<file path="config.mk">
export PLATFORM = sky130hd
export DESIGN_NAME = frame_tx_ctrl
export DESIGN_NICKNAME = d
export VERILOG_FILES = /design/src/rtl/ftx_pkg.sv /design/src/rtl/tx_tag_gen.sv /design/src/rtl/tx_tag_fifo.sv /design/src/rtl/tx_frame_fsm.sv /design/src/rtl/frame_tx_ctrl.sv
export SDC_FILE = /design/constraint.sdc
export NUM_CORES = 1
export LEC_CHECK = 0
export BUFFER_PORTS_ARGS = -buffer_cell sky130_fd_sc_hd__buf_2
export CORE_AREA = 2 2 189 191
export CTS_CLUSTER_SIZE = 10
export DETAILED_ROUTE_END_ITERATION = 10
export DIE_AREA = 0 0 191 193
export GPL_ROUTABILITY_DRIVEN = 0
export MAX_ROUTING_LAYER = met4
export SETUP_SLACK_MARGIN = 0.05
export SLEW_MARGIN = 20
export SYNTH_ARGS = -nofsm -noshare
export SYNTH_HDL_FRONTEND = slang
export SYNTH_SLANG_ARGS = --single-unit
</file>
<file path="constraint.sdc">
create_clock -name clk -period 6.3 [get_ports clk]
set_input_delay 0.63 -clock clk [delete_from_list [all_inputs] [get_ports clk]]
set_output_delay 0.63 -clock clk [all_outputs]
set_load 0.05 [all_outputs]
</file>
<file path="src/rtl/ftx_pkg.sv">
package ftx_pkg;
   typedef enum logic [2:0] {
      S_IDLE,
      S_DATA,
      S_CRCG,
      S_FLAG,
      S_AFLAG,
      S_FLUSH
   } ftx_state_e;
endpackage

</file>
<file path="src/rtl/tx_tag_gen.sv">
module tx_tag_gen (
   input  logic clk,
   input  logic rst_n,
   input  logic wr_en,
   input  logic dma_en,
   input  logic dma_tc,
   input  logic eot_set,
   output logic tag
);
   logic eot_flag;

   always_ff @(posedge clk or negedge rst_n) begin
      if (!rst_n)       eot_flag <= 1'b0;
      else if (wr_en)   eot_flag <= 1'b0;
      else if (eot_set) eot_flag <= 1'b1;
   end

   always_comb tag = dma_en ? dma_tc : (eot_flag | eot_set);
endmodule

</file>
<file path="src/rtl/tx_tag_fifo.sv">
module tx_tag_fifo #(
   parameter int W     = 9,
   parameter int DEPTH = 16
) (
   input  logic                       clk,
   input  logic                       rst_n,
   input  logic                       clr,
   input  logic                       push,
   input  logic [W-1:0]               din,
   input  logic                       pop,
   output logic [W-1:0]               dout,
   output logic                       empty,
   output logic [$clog2(DEPTH+1)-1:0] lvl
);
   localparam int AW = (DEPTH > 1) ? $clog2(DEPTH) : 1;
   localparam int CW = $clog2(DEPTH + 1);
   localparam bit POW2 = ((1 << AW) == DEPTH);

   initial begin
      depth_ok_chk: assert (DEPTH >= 2) else $error("DEPTH must be at least 2");
      width_ok_chk: assert (W >= 2) else $error("W must be at least 2");
   end

   logic [W-1:0]  mem [DEPTH];
   logic [AW-1:0] wp, rp, wp_nx, rp_nx;
   logic [CW-1:0] cnt;
   logic          full, do_push, do_pop;

   always_comb begin
      empty   = (cnt == '0);
      full    = (cnt == CW'(DEPTH));
      do_pop  = pop && !empty;
      do_push = push && (!full || do_pop);
      dout    = mem[rp];
      lvl     = cnt;
   end

   generate
      if (POW2) begin : g_wrap_nat
         always_comb begin
            wp_nx = wp + 1'b1;
            rp_nx = rp + 1'b1;
         end
      end else begin : g_wrap_cmp
         always_comb begin
            wp_nx = (wp == AW'(DEPTH - 1)) ? '0 : wp + 1'b1;
            rp_nx = (rp == AW'(DEPTH - 1)) ? '0 : rp + 1'b1;
         end
      end
   endgenerate

   always_ff @(posedge clk) begin
      if (do_push) mem[wp] <= din;
   end

   always_ff @(posedge clk or negedge rst_n) begin
      if (!rst_n) begin
         wp <= '0; rp <= '0; cnt <= '0;
      end else if (clr) begin
         wp <= '0; rp <= '0; cnt <= '0;
      end else begin
         if (do_push) wp <= wp_nx;
         if (do_pop)  rp <= rp_nx;
         cnt <= cnt + CW'(do_push) - CW'(do_pop);
      end
   end


   lvl_bound_chk: assert property (@(posedge clk) disable iff (!rst_n) cnt <= CW'(DEPTH));

   no_pop_empty_chk: assert property (@(posedge clk) disable iff (!rst_n) pop |-> !empty);
endmodule

</file>
<file path="src/rtl/tx_frame_fsm.sv">
module tx_frame_fsm
   import ftx_pkg::*;
#(
   parameter int DW   = 8,
   parameter int LENW = 12
) (
   input  logic            clk,
   input  logic            rst_n,
   input  logic            clr,
   input  logic            byte_req,
   input  logic            empty,
   input  logic            head_tag,
   input  logic [DW-1:0]   head_data,
   input  logic [LENW-1:0] frame_len,
   input  logic            cnt_mode,
   input  logic            stop_mode,
   input  logic            restart,
   input  logic            urun_clr,
   output logic            pop,
   output logic            byte_vld,
   output logic [DW-1:0]   byte_out,
   output logic            crc_good,
   output logic            crc_bad,
   output logic            flag_out,
   output logic            halted,
   output logic            urun
);
   ftx_state_e      state;
   logic [LENW-1:0] cnt;
   logic            end_hit, start_last;

   always_comb begin
      end_hit    = head_tag || (cnt_mode && cnt == LENW'(1));
      start_last = head_tag || (cnt_mode && frame_len <= LENW'(1));
      pop = 1'b0;
      case (state)
         S_IDLE:  pop = byte_req && !empty && !halted && !urun;
         S_DATA:  pop = byte_req && !empty;
         S_FLUSH: pop = !empty;
         default: pop = 1'b0;
      endcase
   end

   always_ff @(posedge clk or negedge rst_n) begin
      if (!rst_n) begin
         state <= S_IDLE; cnt <= '0; byte_out <= '0;
         byte_vld <= 1'b0; crc_good <= 1'b0; crc_bad <= 1'b0; flag_out <= 1'b0;
         halted <= 1'b0; urun <= 1'b0;
      end else begin
         byte_vld <= 1'b0; crc_good <= 1'b0; crc_bad <= 1'b0; flag_out <= 1'b0;
         if (restart)  halted <= 1'b0;
         if (urun_clr) urun <= 1'b0;
         if (clr) begin
            state <= S_IDLE;
            cnt   <= '0;
         end else begin
            case (state)
               S_IDLE: if (pop) begin
                  byte_vld <= 1'b1;
                  byte_out <= head_data;
                  cnt      <= frame_len - LENW'(1);
                  state    <= start_last ? S_CRCG : S_DATA;
               end
               S_DATA: if (byte_req) begin
                  if (empty) begin
                     crc_bad <= 1'b1;
                     state   <= S_AFLAG;
                  end else begin
                     byte_vld <= 1'b1;
                     byte_out <= head_data;
                     cnt      <= cnt - LENW'(1);
                     state    <= end_hit ? S_CRCG : S_DATA;
                  end
               end
               S_CRCG: if (byte_req) begin
                  crc_good <= 1'b1;
                  state    <= S_FLAG;
               end
               S_FLAG: if (byte_req) begin
                  flag_out <= 1'b1;
                  state    <= S_IDLE;
                  if (stop_mode) halted <= 1'b1;
               end
               S_AFLAG: if (byte_req) begin
                  flag_out <= 1'b1;
                  state    <= S_FLUSH;
               end
               S_FLUSH: if (pop) begin
                  cnt <= cnt - LENW'(1);
                  if (end_hit) begin
                     urun  <= 1'b1;
                     state <= S_IDLE;
                  end
               end
               default: state <= S_IDLE;
            endcase
         end
      end
   end


   one_item_chk: assert property (@(posedge clk) disable iff (!rst_n)
      $onehot0({byte_vld, crc_good, crc_bad, flag_out}));

   abort_no_byte_chk: assert property (@(posedge clk) disable iff (!rst_n)
      crc_bad |=> !byte_vld);

   urun_after_flush_chk: assert property (@(posedge clk) disable iff (!rst_n)
      $rose(urun) |-> $past(state == S_FLUSH));

   halt_with_flag_chk: assert property (@(posedge clk) disable iff (!rst_n)
      $rose(halted) |-> flag_out);
endmodule

</file>
<file path="src/rtl/frame_tx_ctrl.sv">
module frame_tx_ctrl #(
   parameter int DW    = 8,
   parameter int DEPTH = 16,
   parameter int LENW  = 12
) (
   input  logic                       clk,
   input  logic                       rst_n,
   input  logic                       fifo_clr,
   input  logic                       wr_en,
   input  logic [DW-1:0]              wr_data,
   input  logic                       dma_en,
   input  logic                       dma_tc,
   input  logic                       eot_set,
   input  logic                       cnt_mode,
   input  logic [LENW-1:0]            frame_len,
   input  logic                       stop_mode,
   input  logic                       restart,
   input  logic                       urun_clr,
   input  logic                       byte_req,
   output logic                       byte_vld,
   output logic [DW-1:0]              byte_out,
   output logic                       crc_good,
   output logic                       crc_bad,
   output logic                       flag_out,
   output logic [$clog2(DEPTH+1)-1:0] fifo_lvl,
   output logic                       halted,
   output logic                       urun,
   output logic                       irq
);
   localparam int EW = DW + 1;

   initial begin
      len_ok_chk: assert (LENW >= 2) else $error("LENW must be at least 2");
   end

   logic          wr_tag, pop, empty;
   logic [EW-1:0] head;

   tx_tag_gen i_tag (
      .clk(clk), .rst_n(rst_n), .wr_en(wr_en), .dma_en(dma_en),
      .dma_tc(dma_tc), .eot_set(eot_set), .tag(wr_tag)
   );

   tx_tag_fifo #(.W(EW), .DEPTH(DEPTH)) i_fifo (
      .clk(clk), .rst_n(rst_n), .clr(fifo_clr), .push(wr_en),
      .din({wr_tag, wr_data}), .pop(pop), .dout(head), .empty(empty), .lvl(fifo_lvl)
   );

   tx_frame_fsm #(.DW(DW), .LENW(LENW)) i_fsm (
      .clk(clk), .rst_n(rst_n), .clr(fifo_clr), .byte_req(byte_req),
      .empty(empty), .head_tag(head[DW]), .head_data(head[DW-1:0]),
      .frame_len(frame_len), .cnt_mode(cnt_mode), .stop_mode(stop_mode),
      .restart(restart), .urun_clr(urun_clr), .pop(pop),
      .byte_vld(byte_vld), .byte_out(byte_out), .crc_good(crc_good),
      .crc_bad(crc_bad), .flag_out(flag_out), .halted(halted), .urun(urun)
   );

   always_comb irq = halted | urun;
endmodule

</file>
==> summary.txt, run 1 <==
Status
  – Status: finished, final reports clean

Yosys
  – Yosys top cell by area: edfxtp_1
  – Synth top area share: 0.5213
  – Distinct cell type count of the synthesized netlist: 57
  – Top FF cell, synth: edfxtp_1
  – Synth Register Bits: 187
  – Yosys warns: 0
  – Syn_nets: 569
  – Syn avg cell area: 15.92 µm²
  – EDFF count, synth: 144
  – Synth Cell Area: 8294 µm²
  – Synth Instances: 521
  – Register area share after synthesis: 0.6511
  – Post-synthesis async set-or-reset flop share: 0.2299
  – Synth top area cells: edfxtp_1 (52%), dfrtp_1 (13%), mux4_2 (12%)

Setup path
  – Slowest CP cell: a2111oi_4
  – R2r startpoint: i_fsm.state[2]
  – CP max FO: 14
  – Register-to-register setup slack: 3020 ps
  – WP data required: 6600 ps
  – Crit-path cells: or3_4 > a2111oi_4 > o21ai_4 > inv_1 > ha_1 > inv_1 > fa_1 > inv_1 > a21oi_1 > nor2_1 > or3_1 > a21oi_1
  – WP data arrival: 3570 ps
  – CP Capture Type: flip-flop
  – R2r endpoint: i_fifo.lvl[4]
  – Most used cell, CP: inv_1
  – Buf/Inv on CP: 3
  – Worst r2r path cells: 12
  – Top delay family on crit path: compound AO/OA/AOI/OAI gates
  – Crit path kind: flip-flop to flip-flop
  – Worst setup SP type: flip-flop
  – CP Launch Point: i_fsm.state[2]
  – Crit-path max cell delay: 730 ps

GRT
  – Largest net degree at the start of global routing: 44
  – First-pass GRT wire length: 26.86 mm
  – Remaining global-route overflow: 0
  – Antenna violations before repair: 0
  – Vias in the first global route: 4585
  – Tot GR Track Use: 0.1003

CTS
  – Num CTS Buffers: 17
  – Post-CTS setup buffer count: 0
  – TritonCTS Sinks: 187
  – H-tree depth: 4
  – CTS tree: built
  – Worst-path clk slew: 70 ps
  – CTS root buf: clkbuf_16
  – Clock tree buffer depth: 2
  – Skew-Pair Late Insertion Delay: 420 ps
  – # resized after CTS: 0
  – Post-cts hold buffer count: 0

Timing
  – RSZ-0062 raised after global routing: no
  – Min Tclk post-route: 3280 ps
  – Final period util: 0.5206
  – Fmax: 304.9 MHz
  – Worst-margin pin slew: 1037 ps
  – Setup violations, final: 0
  – Setup TNS: 0 ps
  – Worst hold slack: 303.9 ps
  – Rel. slew slack: 0.3088
  – Clock Skew: 6.362 ps
  – Max Slew Vio Count: 0
  – PnR worst setup slack: 3020 ps
  – Final Hold Viols: 0

Place
  – Placement Setup Slack: 3061 ps
  – HPWL after detailed placement: 11.27 mm
  – Port Buffers: 51

Detailed routing
  – Number of vias per cell: 4.394
  – Antenna Nets Post-Route: 0
  – Pre-Repair DR Iteration Count: 6
  – Detailed-route DRC error count: 0
  – Vias: 4583
  – Routed wire length: 17.29 mm
  – WL per Instance: 16.57 µm
  – DRT iter0 DRCs: 384

Final layout
  – Net count, final: 617
  – Commonest non-fill, non-tap cell in the layout: edfxtp_1
  – Layout cell share with drive strength beyond 1: 0.2543
  – Area delta synth->final: 15.78%
  – Number of diodes: 0
  – Most frequent cells in the layout: edfxtp_1 (144), buf_2 (51), mux4_2 (44), dfrtp_1 (42), nor2_1 (30)
  – Final Util: 0.2746

Power and ir drop
  – Leakage power total: 3.266 nW
  – Worst vdd ir: 207.2 µV
  – Pwr dens: 381.9 nW/µm²

Floorplan
  – Die span in y: 193 µm
  – Full die area: 36860 µm²
  – I/O Pins: 52
  – Starting density of the core: 0.2372
  – Core box area: 34960 µm²
  – Die Wd: 191 µm
  – FP Rows: 69

Job
  – # Max-Cap Violations: 0

Hold path
  – Hold Path Class: input pin to asynchronous set/reset pin
==> cells in the mapped netlist (3+ instances only) <==
master    instances
nor4_1            6
buf_1             3
nor2b_1           5
nor2_1           30
or4_1             3
or3_1             4
mux2_2            9
edfxtp_1        144
a22o_1            7
xnor2_1           6
a211oi_1          4
and4_1            5
ha_1             15
and3_1            5
nand4_1           3
mux2i_1           3
o211ai_1         10
inv_1            22
o21ai_0          12
clkbuf_1         18
a21oi_1          10
o21bai_1          6
nor3_1           13
mux4_2           44
and2_1            8
nand2_1          21
nand3_1           6
nor4b_1           3
nor3b_1           4
dfrtp_1          43
buf_2             4
xor2_1           12
==> per-stage QoR <==
stage	instances	cell area, µm²	total power, mW
after floorplan	521	8294	2.426
after global placement	1011	9051	2.692
after detailed placement	1011	9051	2.705
after CTS	1043	9599	3.712
after global routing	1043	9603	3.871
final	1043	9603	3.667
==> worst max path at each step <==
stage	end	slack (ps)	cells past startpoint
3_3_place_gp	i_fifo.lvl[4]	3070	12
5_1_grt	i_fifo.lvl[4]	2690	12
2_1_floorplan	i_fifo.lvl[4]	3150	14
6_report	i_fifo.lvl[4]	3020	12
3_5_place_dp	i_fifo.lvl[4]	3060	12
4_1_cts	i_fifo.lvl[4]	3050	12
==> cells by family (layout without fill, tap and decap cells) <==
| kind of cell | count (synthesis) | in the layout | share of synthesized area |
|---|---|---|---|
| fa+ha+maj | 16 | 16 | 0.02504 |
| simple gates | 127 | 127 | 0.08388 |
| mux | 56 | 56 | 0.1353 |
| buf+inv | 47 | 108 | 0.02187 |
| xor+xnor | 18 | 18 | 0.01901 |
| compound gates | 70 | 70 | 0.06381 |
| flops | 187 | 187 | 0.6511 |
==> metal layers <==
layer	GRT usage	share of wire
met1	0.1264	0.46
met2	0.1622	0.51
met5	-	0
met4	0.03399	0.011
met3	0.01973	0.022
==> layout make-up <==
type	instances	area, µm²
Inverter	22	82.58
Clock buffer	19	432.9
Sequential cell	187	5401
Timing Repair Buffer	54	277.8
Tap cell	461	576.8
Fill cell	3507	25360
Multi-Input combinational cell	287	2716
Clock inverter	13	115.1
==> report_power, final <==
group | total [mW] | internal, mW | switching [mW]
Clock | 1.00 | 0.517 | 0.483
Sequential | 1.53 | 1.44 | 0.0931
Combinational | 1.13 | 0.463 | 0.672
==> flip-flops by register name, summed over array words and instances, names as in the netlist <==
| signal | count |
|---|---|
| i_fifo.lvl | 5 |
| i_fifo.mem | 144 |
| i_fifo.rp | 4 |
| i_fifo.wp | 4 |
| i_fsm.byte_out | 8 |
| i_fsm.byte_vld | 1 |
| i_fsm.cnt | 12 |
| i_fsm.crc_bad | 1 |
| i_fsm.crc_good | 1 |
| i_fsm.flag_out | 1 |
| i_fsm.halted | 1 |
| i_fsm.state | 3 |
| i_fsm.urun | 1 |
| i_tag.eot_flag | 1 |
==> worst reg2reg max path, delay by kind of cell (launching register included) <==
family	cells	cell delay [ps]
flops	1	520
compound gates	4	1030
fa+ha+maj	2	600
buf+inv	3	340
simple gates	3	670
Power figures use the tool's default switching activity.
==> run 2: changes to the inputs <==
==> constraint.sdc (replaced) <==
create_clock -name clk -period 2.6 [get_ports clk]
set_input_delay 0.26 -clock clk [delete_from_list [all_inputs] [get_ports clk]]
set_output_delay 0.26 -clock clk [all_outputs]
set_load 0.05 [all_outputs]
==> summary.txt, run 2 (synthesized netlist as in run 1, its figures left out) <==
Hold path
  – Hold Path Class: input pin to flip-flop

Floorplan
  – Full die area: 36860 µm² (unchanged)
  – Die span in y: 193 µm (unchanged)
  – Die Wd: 191 µm (unchanged)
  – FP Rows: 69 (unchanged)
  – Starting density of the core: 0.2372 (unchanged)
  – Core box area: 34960 µm² (unchanged)
  – I/O Pins: 52 (unchanged)

CTS
  – TritonCTS Sinks: 187 (unchanged)
  – Num CTS Buffers: 17 (unchanged)
  – H-tree depth: 4 (unchanged)
  – Worst-path clk slew: 70 ps (about the same)
  – CTS root buf: clkbuf_16
  – Clock tree buffer depth: 2 (unchanged)
  – CTS tree: built
  – Skew-Pair Late Insertion Delay: 430 ps (about the same)

GRT
  – First-pass GRT wire length: 27.48 mm (+2.3%)
  – Remaining global-route overflow: 0 (unchanged)
  – Antenna violations before repair: 1 (+1)
  – Tot GR Track Use: 0.1019 (+0.001577)
  – Largest net degree at the start of global routing: 37 (-16%)
  – Vias in the first global route: 4723 (+3.0%)

Place
  – Post-DP Area: 9343 µm² (+3.2%)
  – Port Buffers: 51 (unchanged)
  – HPWL after detailed placement: 12.19 mm (+8.2%)

Timing
  – Clock Skew: 8.504 ps (+2.142 ps)
  – Rel. slew slack: 0.5969 (+0.2882)
  – Min Tclk post-route: 2605 ps (-674.4 ps)
  – Setup violations, final: 2 (+2)
  – Worst-margin pin slew: 599.1 ps (-437.8 ps)
  – Final Hold Viols: 0 (unchanged)
  – RSZ-0062 raised after global routing: yes
  – Final period util: 1.002 (+0.4814)
  – Setup TNS: -5.575 ps (-5.575 ps)
  – Max Slew Vio Count: 0 (unchanged)
  – PnR worst setup slack: -5.138 ps (-3026 ps)
  – Fmax: 383.9 MHz (+26%)

Detailed routing
  – Number of vias per cell: 4.349 (-1.0%)
  – Vias: 4684 (+2.2%)
  – DRT iter0 DRCs: 400 (+4.2%)
  – Antenna Nets Post-Route: 0 (unchanged)
  – Routed wire length: 17.47 mm (+1.0%)
  – Pre-Repair DR Iteration Count: 4 (-2)
  – WL per Instance: 16.22 µm (-2.2%)
  – Detailed-route DRC error count: 0 (unchanged)

Final layout
  – Net count, final: 650 (+5.3%)
  – Largest register FFs: 144 (unchanged)
  – Top Registers: i_fifo.mem: 144 flops, i_fsm.cnt: 12 flops, i_fsm.byte_out: 8 flops
  – Commonest non-fill, non-tap cell in the layout: edfxtp_1
  – Reg with most FFs: i_fifo.mem
  – Finished Cell Area: 10100 µm² (+5.2%)
  – Most frequent cells in the layout: edfxtp_1 (144), buf_2 (51), mux4_2 (44), dfrtp_1 (38), nor2_1 (30)
  – Layout cell share with drive strength beyond 1: 0.3431 (+0.08879)
  – Area delta synth->final: 21.83%

Setup path
  – Worst setup SP type: flip-flop
  – CP Capture Type: flip-flop
  – CP max FO: 2 (-12)
  – Buf/Inv on CP: 4 (+1)
  – Top delay family on crit path: adder cells
  – Crit-path cells: or3_4 > a2111oi_4 > ha_1 > inv_2 > ha_4 > inv_2 > fa_2 > buf_4 > buf_6 > xor2_1 > nor2_1
  – WP data arrival: 2910 ps (-660 ps)
  – WP data required: 2910 ps (-3690 ps)
  – Crit path kind: flip-flop to flip-flop
  – Slowest CP cell: a2111oi_4
  – Most used cell, CP: inv_2
  – Crit-path max cell delay: 410 ps (-320 ps)

Power and ir drop
  – Pwr dens: 963.4 nW/µm² (+150%)
  – Worst vdd ir: 484.0 µV (+130%)
  – Leakage power total: 3.511 nW (+7.5%)

Status
  – Status: finished, violations left
  – Failing checks: negative setup slack

Job
  – # Max-Cap Violations: 0 (unchanged)
run 2: through the flow:
stage	cells	hold slack, ps	utilization	power [mW]	setup slack [ps]
floorplan	521	-35.59	-	5.911	-369.5
global placement	1037	216.4	0.2672	6.806	-8.568
detailed placement	1037	212.2	0.2672	6.838	-22.57
CTS	1073	5.119	0.2876	9.787	26.73
global route	1077	20.78	0.2890	10.27	-148.5
finish	1077	29.60	0.2890	9.735	-5.138
run 2: per-layer routing:
metal | wire, µm | part of all wire | GRT usage
met1 | 7662 | 0.44 | 0.1266
met2 | 9067 | 0.52 | 0.1676
met3 | 567 | 0.032 | 0.02063
met4 | 168 | 0.0096 | 0.03190
met5 | 0 | 0 | -
run 2: power breakdown:
part | switching, mW | total (mW) | internal [mW]
clock network | 1.22 | 2.89 | 1.67
logic | 1.74 | 3.16 | 1.42
registers | 0.201 | 3.69 | 3.49
run 2: path summary, 6_finish.rpt:
kind	start	cells past startpoint	slack (ps)	to
setup / recovery	i_fsm.halted	11	-5	i_fifo.lvl[2]
hold / removal	urun_clr	2	30	i_fsm.urun
setup reg to reg	i_fsm.halted	11	-5	i_fifo.lvl[2]
hold reg to reg	i_tag.eot_flag	2	500	i_tag.eot_flag
max in group asynchronous	rst_n	3	1490	i_fifo.rp[0]
min in group asynchronous	rst_n	2	340	i_fifo.wp[1]
run 2: cell type report:
class / instances / area [µm²]
Fill cell: 3451 / 24860
Sequential cell: 187 / 5406
Multi-Input combinational cell: 287 / 2776
Timing Repair Buffer: 87 / 588.1
Tap cell: 461 / 576.8
Clock buffer: 17 / 425.4
Clock inverter: 15 / 246.5
Inverter: 22 / 82.58
Antenna cell: 1 / 2.502
run 2: what timing repair did:
item	CTS	global route
endpoints found under the setup margin	57	40
resized for setup	2	10
hold endpoints to repair	15	0
pin swaps	3	4
setup buffers	2	4
hold buffers	2	0
==> run 3: changes to the inputs <==
--- a/config.mk
+++ b/config.mk
@@ -6,10 +6,10 @@
 export NUM_CORES = 1
 export LEC_CHECK = 0
 export BUFFER_PORTS_ARGS = -buffer_cell sky130_fd_sc_hd__buf_2
-export CORE_AREA = 2 2 189 191
+export CORE_AREA = 2 2 243 149
 export CTS_CLUSTER_SIZE = 10
 export DETAILED_ROUTE_END_ITERATION = 10
-export DIE_AREA = 0 0 191 193
+export DIE_AREA = 0 0 245 151
 export GPL_ROUTABILITY_DRIVEN = 0
 export MAX_ROUTING_LAYER = met4
 export SETUP_SLACK_MARGIN = 0.05
==> summary.txt, run 3 (synthesized netlist as in run 1, its figures left out) <==
Status
  – Status: finished, final reports clean

CTS
  – Clock tree buffer depth: 2 (unchanged)
  – Worst-path clk slew: 80 ps (about the same)
  – TritonCTS Sinks: 187 (unchanged)
  – CTS tree: built
  – Num CTS Buffers: 17 (unchanged)
  – Skew-Pair Late Insertion Delay: 440 ps (about the same)
  – CTS root buf: clkbuf_16
  – H-tree depth: 4 (unchanged)

Power and ir drop
  – Pwr dens: 949.7 nW/µm² (-1.4%)
  – Leakage power total: 3.463 nW (-1.4%)
  – Worst vdd ir: 432.5 µV (-11%)
  – Total power draw: 9.497 mW (-2.4%)

Timing
  – Setup TNS: 0 ps (+5.575 ps)
  – Final Hold Viols: 0 (unchanged)
  – Setup violations, final: 0 (-2)
  – Rel. slew slack: 0.4678 (-0.1291)
  – Worst hold slack: 65.97 ps (+36.37 ps)
  – Max Slew Vio Count: 0 (unchanged)
  – Fmax: 390.3 MHz (+1.7%)
  – Final period util: 0.9853 (-0.01664)
  – Clock Skew: 11.98 ps (+3.474 ps)
  – PnR worst setup slack: 38.13 ps (+43.26 ps)
  – Min Tclk post-route: 2562 ps (-43.26 ps)
  – RSZ-0062 raised after global routing: yes
  – Worst-margin pin slew: 798.3 ps (+199.2 ps)

Detailed routing
  – Antenna Nets Post-Route: 0 (unchanged)
  – Routed wire length: 19.01 mm (+8.9%)
  – WL per Instance: 17.62 µm (+8.7%)
  – Pre-Repair DR Iteration Count: 5 (+1)
  – Vias: 4806 (+2.6%)
  – Number of vias per cell: 4.454 (+2.4%)
  – Detailed-route DRC error count: 0 (unchanged)
  – DRT iter0 DRCs: 553 (+38%)

Setup path
  – CP max FO: 2 (unchanged)
  – Crit path kind: flip-flop to flip-flop
  – Slowest CP cell: or3_4
  – Worst r2r path cells: 12 (+1)
  – WP data arrival: 2890 ps (-20 ps)
  – Register-to-register setup slack: 40 ps (+40 ps)
  – Worst setup SP type: flip-flop
  – CP Capture Type: flip-flop
  – WP data required: 2920 ps (about the same)
  – Crit-path max cell delay: 400 ps (about the same)
  – Crit-path cells: or3_4 > a2111oi_4 > ha_1 > inv_1 > ha_2 > inv_2 > fa_2 > inv_1 > a21oi_1 > nor2_1 > or3_1 > a21oi_1
  – R2r endpoint: i_fifo.lvl[4]
  – R2r startpoint: i_fsm.state[2]

Final layout
  – Reg with most FFs: i_fifo.mem
  – Largest register FFs: 144 (unchanged)
  – Most frequent cells in the layout: edfxtp_1 (144), buf_2 (51), mux4_2 (44), dfrtp_1 (38), nor2_1 (30)
  – Commonest non-fill, non-tap cell in the layout: edfxtp_1
  – Layout cell share with drive strength beyond 1: 0.3366 (-0.006488)
  – Final Util: 0.2884 (-0.0006380)
  – Finished Cell Area: 10000 µm² (-1.0%)
  – Net count, final: 649 (-0.15%)
  – Number of diodes: 0 (-1)
  – Final Non-Filler Cells: 1079 (+0.19%)
  – Area delta synth->final: 20.58%
  – Fillcell total: 3452 (+0.029%)
  – Top Registers: i_fifo.mem: 144 flops, i_fsm.cnt: 12 flops, i_fsm.byte_out: 8 flops

Job
  – # Max-Cap Violations: 0 (unchanged)

Hold path
  – Hold_sp: eot_set
  – Hold Path Stages: 3 (+1)
  – Hold Path Class: input pin to flip-flop
  – Hold EP: i_tag.eot_flag

GRT
  – Antenna violations before repair: 0 (-1)
  – Vias in the first global route: 4500 (-4.7%)
  – First-pass GRT wire length: 28.86 mm (+5.0%)
  – Largest net degree at the start of global routing: 39 (+5.4%)
  – Remaining global-route overflow: 0 (unchanged)
  – Tot GR Track Use: 0.1095 (+0.007572)

Place
  – Post-DP Area: 9358 µm² (+0.16%)
  – Port Buffers: 51 (unchanged)
  – Placement Setup Slack: -23.09 ps (-0.5205 ps)
  – Cell Count Post-Placement: 1044 (+0.68%)
  – HPWL after detailed placement: 13.31 mm (+9.2%)

Floorplan
  – Core box area: 34680 µm² (-0.81%)
  – Full die area: 37000 µm² (+0.36%)
  – FP Rows: 53 (-23%)
  – Die span in y: 151 µm (-22%)
  – I/O Pins: 52 (unchanged)
  – Starting density of the core: 0.2392 (+0.001934)
  – Die Wd: 245 µm (+28%)
[run 3: cell types whose count changed in the layout (fill, tap and decap cells not counted), sizes merged]
cell | previous run | this run
buf | 85 | 83
bufinv | 4 | 1
clkinv | 3 | 4
diode | 1 | 0
dlygate4sd3 | 2 | 3
[run 3: critical path, delay by kind of cell, from the launching register on]
| kind | cells | cell delay (ps) |
|---|---|---|
| DFF | 1 | 390 |
| and+or+nand+nor | 3 | 630 |
| buffers and inverters | 3 | 170 |
| adders and majority gates | 3 | 810 |
| AOI/OAI and AO/OA | 3 | 440 |
[run 3: worst max-delay path by stage]
stage	startpoint	to	slack, ps
floorplan	i_fsm.halted	i_fifo.lvl[4]	-370
global placement	i_fifo.lvl[2]	i_fifo.lvl[4]	30
detailed placement	i_fifo.lvl[2]	i_fifo.lvl[4]	-20
CTS	i_fsm.state[2]	i_fifo.lvl[4]	20
global route	i_fsm.state[2]	i_fifo.lvl[4]	-120
finish	i_fsm.state[2]	i_fifo.lvl[4]	40
[run 3: area by class of cell]
type                    instances  area, µm²  area share
clock inverters                13      155.1     0.01551
multi-input cells             287       2771      0.2771
repair buffers                 86      575.6     0.05755
clock buffers                  17      425.4     0.04254
flip-flops and latches        187       5406      0.5406
inverters                      22      82.58    0.008257
well taps                     467      584.3     0.05843
[run 3: report_power, final]
| group | switching [mW] | leakage [nW] | internal, mW |
|---|---|---|---|
| Sequential | 0.198 | 1.85 | 3.49 |
| Clock | 1.23 | 0.278 | 1.36 |
| Combinational | 1.83 | 1.33 | 1.40 |
| Total | 3.26 | 3.46 | 6.24 |
[run 3: layer usage]
| metal | wire length [µm] | GRT usage |
|---|---|---|
| met1 | 10230 | 0.1713 |
| met2 | 7558 | 0.1324 |
| met3 | 1048 | 0.02817 |
| met4 | 170 | 0.03384 |
| met5 | 0 | - |
[run 3: repair_timing]
item	4_1_cts	5_1_grt
setup endpoints to repair	2	27
hold buffers	3	0
gates resized for setup	3	6
pin swaps	3	1
setup buffers	1	1
endpoints found under the hold margin	32	0
